### config.mk
export PLATFORM = sky130hd
export DESIGN_NAME = codec_ctl_regs
export DESIGN_NICKNAME = d
export VERILOG_FILES = /design/src/rtl/ccr_pkg.sv /design/src/rtl/ccr_direct_bank.sv /design/src/rtl/ccr_indirect_bank.sv /design/src/rtl/codec_ctl_regs.sv
export SDC_FILE = /design/constraint.sdc
export NUM_CORES = 1
export LEC_CHECK = 0
export BUFFER_PORTS_ARGS = -buffer_cell sky130_fd_sc_hd__buf_2
export CAP_MARGIN = 20
export CORE_UTILIZATION = 50
export DETAILED_ROUTE_END_ITERATION = 8
export MAX_ROUTING_LAYER = met4
export PLACE_DENSITY = 0.68
export SYNTH_ARGS = -nofsm -noshare
export SYNTH_HDL_FRONTEND = slang
export SYNTH_SLANG_ARGS = --single-unit
### constraint.sdc
create_clock -name clk_i -period 2.3 [get_ports clk_i]
set_input_delay 0.345 -clock clk_i [delete_from_list [all_inputs] [get_ports clk_i]]
set_output_delay 0.345 -clock clk_i [all_outputs]
set_load 0.02 [all_outputs]
### src/rtl/ccr_pkg.sv
package ccr_pkg;
  localparam int DIR_SLOTS   = 16;
  localparam int DW          = 32;
  localparam int IND_ENTRIES = 32;
  localparam int IW          = 8;
  localparam int SLOTW       = $clog2(DIR_SLOTS);
  localparam int AW          = SLOTW + 2;
  localparam int IDXW        = $clog2(IND_ENTRIES);

  localparam int SLOT_INDEX  = 0;
  localparam int SLOT_WINDOW = 1;
  localparam int SLOT_RO     = 2;
  localparam int SLOT_CTRL   = 4;

  localparam int ENT_WO      = 3;
  localparam int ENT_RO      = 11;
  localparam int ENT_CODEC   = 12;
  localparam int ENT_CHIP    = 25;

  localparam logic [IW-1:0] CODEC_CODE = 8'h8A;
  localparam logic [IW-1:0] CHIP_CODE  = 8'hA0;
  localparam logic [IW-1:0] CODEC_KEEP = 8'h40;
  localparam logic [DW-1:0] CTRL_MASK  = 32'h7F;

  function automatic logic [IW-1:0] ind_init(int i);
    if (i == ENT_CODEC) return CODEC_CODE;
    if (i == ENT_CHIP)  return CHIP_CODE;
    return '0;
  endfunction
endpackage

### src/rtl/ccr_direct_bank.sv
module ccr_direct_bank
  import ccr_pkg::*;
#(
  parameter int N = DIR_SLOTS,
  parameter int W = DW,
  localparam int SW = $clog2(N)
) (
  input  logic         clk_i,
  input  logic         rst_ni,
  input  logic         soft_rst_i,
  input  logic         we_i,
  input  logic [SW-1:0] slot_i,
  input  logic [W-1:0]  wdata_i,
  output logic [N*W-1:0] q_o
);
  for (genvar g = 0; g < N; g++) begin : g_slot
    if (g == SLOT_WINDOW || g == SLOT_RO) begin : g_none
      // window has no direct storage; read-only slot is never loaded
      assign q_o[g*W +: W] = '0;
    end else begin : g_reg
      logic [W-1:0] q;
      always_ff @(posedge clk_i or negedge rst_ni) begin
        if (!rst_ni) begin
          q <= '0;
        end else if (we_i && slot_i == SW'(g)) begin
          if (g == SLOT_CTRL) q <= wdata_i & CTRL_MASK[W-1:0];
          else                q <= wdata_i;
        end else if (soft_rst_i) begin
          q <= '0;
        end
      end
      assign q_o[g*W +: W] = q;
    end
  end
endmodule

### src/rtl/ccr_indirect_bank.sv
module ccr_indirect_bank
  import ccr_pkg::*;
#(
  parameter int N = IND_ENTRIES,
  parameter int W = IW,
  localparam int XW = $clog2(N)
) (
  input  logic          clk_i,
  input  logic          rst_ni,
  input  logic          soft_rst_i,
  input  logic          we_i,
  input  logic [XW-1:0] idx_i,
  input  logic [W-1:0]  wdata_i,
  output logic [N*W-1:0] q_o
);
  for (genvar g = 0; g < N; g++) begin : g_ent
    localparam logic [W-1:0] INIT = ind_init(g);
    localparam bit RO = (g == ENT_RO) || (g == ENT_CHIP);
    logic [W-1:0] q;
    logic [W-1:0] nxt;
    always_comb begin
      if (g == ENT_CODEC) nxt = (wdata_i & CODEC_KEEP) | CODEC_CODE;
      else                nxt = wdata_i;
    end
    always_ff @(posedge clk_i or negedge rst_ni) begin
      if (!rst_ni)                          q <= INIT;
      else if (soft_rst_i)                  q <= INIT;
      else if (!RO && we_i && idx_i == XW'(g)) q <= nxt;
    end
    assign q_o[g*W +: W] = q;
  end
endmodule

### src/rtl/codec_ctl_regs.sv
module codec_ctl_regs
  import ccr_pkg::*;
(
  input  logic          clk_i,
  input  logic          rst_ni,
  input  logic          rd_i,
  input  logic          wr_i,
  input  logic [AW-1:0] addr_i,
  input  logic [DW-1:0] wdata_i,
  output logic [DW-1:0] rdata_o,
  output logic          irq_o
);
  logic [SLOTW-1:0]         slot;
  logic                     soft_rst;
  logic                     win_we;
  logic                     dir_we;
  logic [IDXW-1:0]          idx;
  logic [DIR_SLOTS*DW-1:0]  dir_flat;
  logic [IND_ENTRIES*IW-1:0] ind_flat;
  logic [IW-1:0]            ind_sel;
  logic [DW-1:0]            rd_mux;
  logic [DW-1:0]            rdata_q;
  logic                     unused_lo;

  assign slot      = addr_i[AW-1:2];
  assign unused_lo = ^addr_i[1:0];
  assign soft_rst  = wr_i && slot == SLOTW'(SLOT_CTRL) && wdata_i[0];
  assign win_we    = wr_i && slot == SLOTW'(SLOT_WINDOW);
  assign dir_we    = wr_i;
  assign idx       = dir_flat[SLOT_INDEX*DW +: IDXW];

  ccr_direct_bank #(.N(DIR_SLOTS), .W(DW)) i_dir (
    .clk_i, .rst_ni,
    .soft_rst_i(soft_rst),
    .we_i      (dir_we),
    .slot_i    (slot),
    .wdata_i   (wdata_i),
    .q_o       (dir_flat)
  );

  ccr_indirect_bank #(.N(IND_ENTRIES), .W(IW)) i_ind (
    .clk_i, .rst_ni,
    .soft_rst_i(soft_rst),
    .we_i      (win_we),
    .idx_i     (idx),
    .wdata_i   (wdata_i[IW-1:0]),
    .q_o       (ind_flat)
  );

  assign ind_sel = (idx == IDXW'(ENT_WO)) ? '0 : ind_flat[idx*IW +: IW];

  always_comb begin
    if (slot == SLOTW'(SLOT_WINDOW)) rd_mux = DW'(ind_sel);
    else                             rd_mux = dir_flat[slot*DW +: DW];
  end

  always_ff @(posedge clk_i or negedge rst_ni) begin
    if (!rst_ni)   rdata_q <= '0;
    else if (rd_i) rdata_q <= rd_mux;
  end

  assign rdata_o = rdata_q;
  assign irq_o   = 1'b0;
endmodule

==> impl_metrics.ini <==
[status]
outcome = complete, no violations

[place]
globalplace.congestion = 0.9672
dp_hpwl_um = 57650
placed_cell_area_um2 = 33760
port_buffers = 71

[yosys]
ys_ff_latch = 688
syn_nets = 2765
yosysUniqueCellTypes = 64
synth-main-ff-cell = dfrtp_1
synth_cells = 2723
syn_area_per_cell_um2 = 11.50
syn_area_um2 = 31310
synth-edff-count = 0
async_flop_share_pct = 100.0
yosysWarningCount = 0
yosysSeqAreaShare_pct = 54.99

[global_routing]
grt.total_usage_pct = 31.03
gr-total-overflow = 0
first_global_vias = 24580
grt_first_pass_wirelength_um = 148000
antenna_found_initial = 1
grt_max_degree = 107

[sta]
max-slew-margin-rel_pct = 21.66
fin_crit_sh_pct = 94.93
worstMarginPinSlew_ps = 1172
drv_slew = 0
finalSetupViolations = 0
holdWs_ps = 136.8
max_freq_ghz = 0.4580
finalSetupTns_ps = 0
finClkSkew_ps = 22.51
rsz0062_at_grt = no
finalHoldViolations = 0
min_period_ps = 2183

[finish]
area_growth_pct = 16.19
nets = 2802
final_cell_mix = 685 x dfrtp_1, 421 x a22o_1, 268 x nand2_1
drive_gt1_share_pct = 21.09
layout_commonest_cell = dfrtp_1
final_area_um2 = 36370

[die]
start_util_pct = 50.64
core_um2 = 61830
die_area_um2 = 63620
io_pins = 75
rows = 91
fp.dieW_um = 252.2
die_h_um = 252.2

[route]
antenna_left = 0
drc = 0
viasPerCell = 6.636
drt_wl_total_um = 94300
drt-wirelength-per-cell_um = 25.80
dr.pass1.iters = 6
top_layer = met4
drt-met1-wl_um = 38460
dr_wl_met3_um = 7492
vias = 24260
wl_met2_um = 45390
drt_iter0_drc = 2810

[power_and_ir_drop]
power.switching_w = 0.008822
p_per_area_nw_per_um2 = 900.8
power_frac_seq_pct = 44.9
power_leakage_nw = 16.52
swShare_pct = 26.92
p_comb_share_pct = 16.5
pwr-share-clk_pct = 38.7
ir_drop_uv = 638.4
power_w = 0.03277
p_int_w = 0.02394

[worst_setup_path]
critPathLaunchType = flip-flop
r2r_slack_ps = 120
path_class = reg -> reg
endpoint = rdata_o[1]$_DFFE_PN0P_
worstSetupEndpointType = flip-flop
r2r-start = i_dir.g_slot[0].g_reg.q[1]$_DFFE_PN0P_
crit_start = i_dir.g_slot[0].g_reg.q[1]$_DFFE_PN0P_
required_ps = 2810
reg2reg_depth = 6
rr_endpoint = rdata_o[1]$_DFFE_PN0P_
worstPathArrival_ps = 2700
path_max_fanout = 26

[run]
drv_cap = 0

[clock_network]
cts_buffer_depth = 3
htree_levels = 3
cts_num_sinks = 688
cts_tree = yes
clock_latency_ps = 630
cts_made_buffers = 73
ctsRootBufferMaster = clkbuf_16
cts.clk_slew.worst_paths_ps = 60

[min_path]
hold_path.class = in -> reg
hold_start = wdata_i[21]
## power by group through the flow
stage	sequential, W	combinational, W	clock [W]
floorplan	0.0146	0.00347	0
global placement	0.0148	0.00520	0
detailed placement	0.0148	0.00534	0
CTS	0.0147	0.00538	0.0128
global route	0.0149	0.00578	0.0133
finish	0.0147	0.00539	0.0127
## synth_stat cells (all sizes together) (37+ instances only)
cell type,n,area [um2]
nor2,127,496.7
a22o,421,3687
a22oi,37,277.8
mux4,107,2410
o21ai,114,570.6
a21oi,245,1226
nand2,268,1006
nor3,39,206.5
buf,126,633.1
nand3,106,535.5
mux2i,57,570.6
dfrtp,688,17220
mux2,47,529.3
clkbuf,178,668.1
## critical path: stages (launching register included)
cell	delay, ps
dfrtp_4	470
buf_12	210
nor2b_2	540
a221oi_1	180
nor2_1	180
a21oi_1	140
o41ai_1	340
## metal layers
layer	global-route usage [%]	up-vias
met1	41.33	12590
met2	48.45	1243
li1	-	10200
met3	5.252	227
met5	-	-
met4	10.56	0
## state kept, by name, indices dropped and copies added (netlist names)
name and cells:
rdata_o 32, i_ind.g_ent.q 233, i_dir.g_slot.g_reg.q 423
## metrics by stage
stage          setup slack, ps  cells  util, %
6_report                 116.6   3655    58.83
3_3_place_gp             82.93   3521    54.61
5_1_grt                  49.96   3655    58.83
3_5_place_dp             50.68   3521    54.61
2_1_floorplan            319.6   2723        -
4_1_cts                  42.05   3654    58.82
## cells by family after synthesis
logic type	share of synthesized area, %
AOI/OAI and AO/OA	20.71
muxes	11.21
and+or+nand+nor	8.857
other	0.01198
DFF	54.99
buffers and inverters	4.216
## worst min path at each step
stage                                                    end  slack (ps)  cells after the start
finish              i_dir.g_slot[13].g_reg.q[21]$_DFFE_PN0P_         140                      2
global route         i_dir.g_slot[0].g_reg.q[18]$_DFFE_PN0P_         150                      2
CTS                 i_dir.g_slot[13].g_reg.q[21]$_DFFE_PN0P_         110                      2
detailed placement          i_ind.g_ent[29].q[1]$_DFFE_PN0P_         290                      1
global placement      i_dir.g_slot[5].g_reg.q[0]$_DFFE_PN0P_         290                      1
floorplan             i_dir.g_slot[0].g_reg.q[0]$_DFFE_PN0P_          50                      0
## cell type report
| class | instances | area (um2) |
|---|---|---|
| antenna | 1 | 2.502 |
| clock buffer | 98 | 2115 |
| clock inverter | 34 | 480.5 |
| fill | 4979 | 25450 |
| inverter | 5 | 18.77 |
| multi-input combinational | 1726 | 13000 |
| sequential | 688 | 17220 |
| tap | 837 | 1047 |
| timing repair buffer | 266 | 2494 |
## what timing repair did
action / CTS / global route
endpoints found under the setup margin: 0 / 10
resized for setup: 0 / 2
hold buffers: 1 / 0
setup buffers: 0 / 0
hold endpoints to repair: 94 / 0
(Power assumes the default switching activity.)
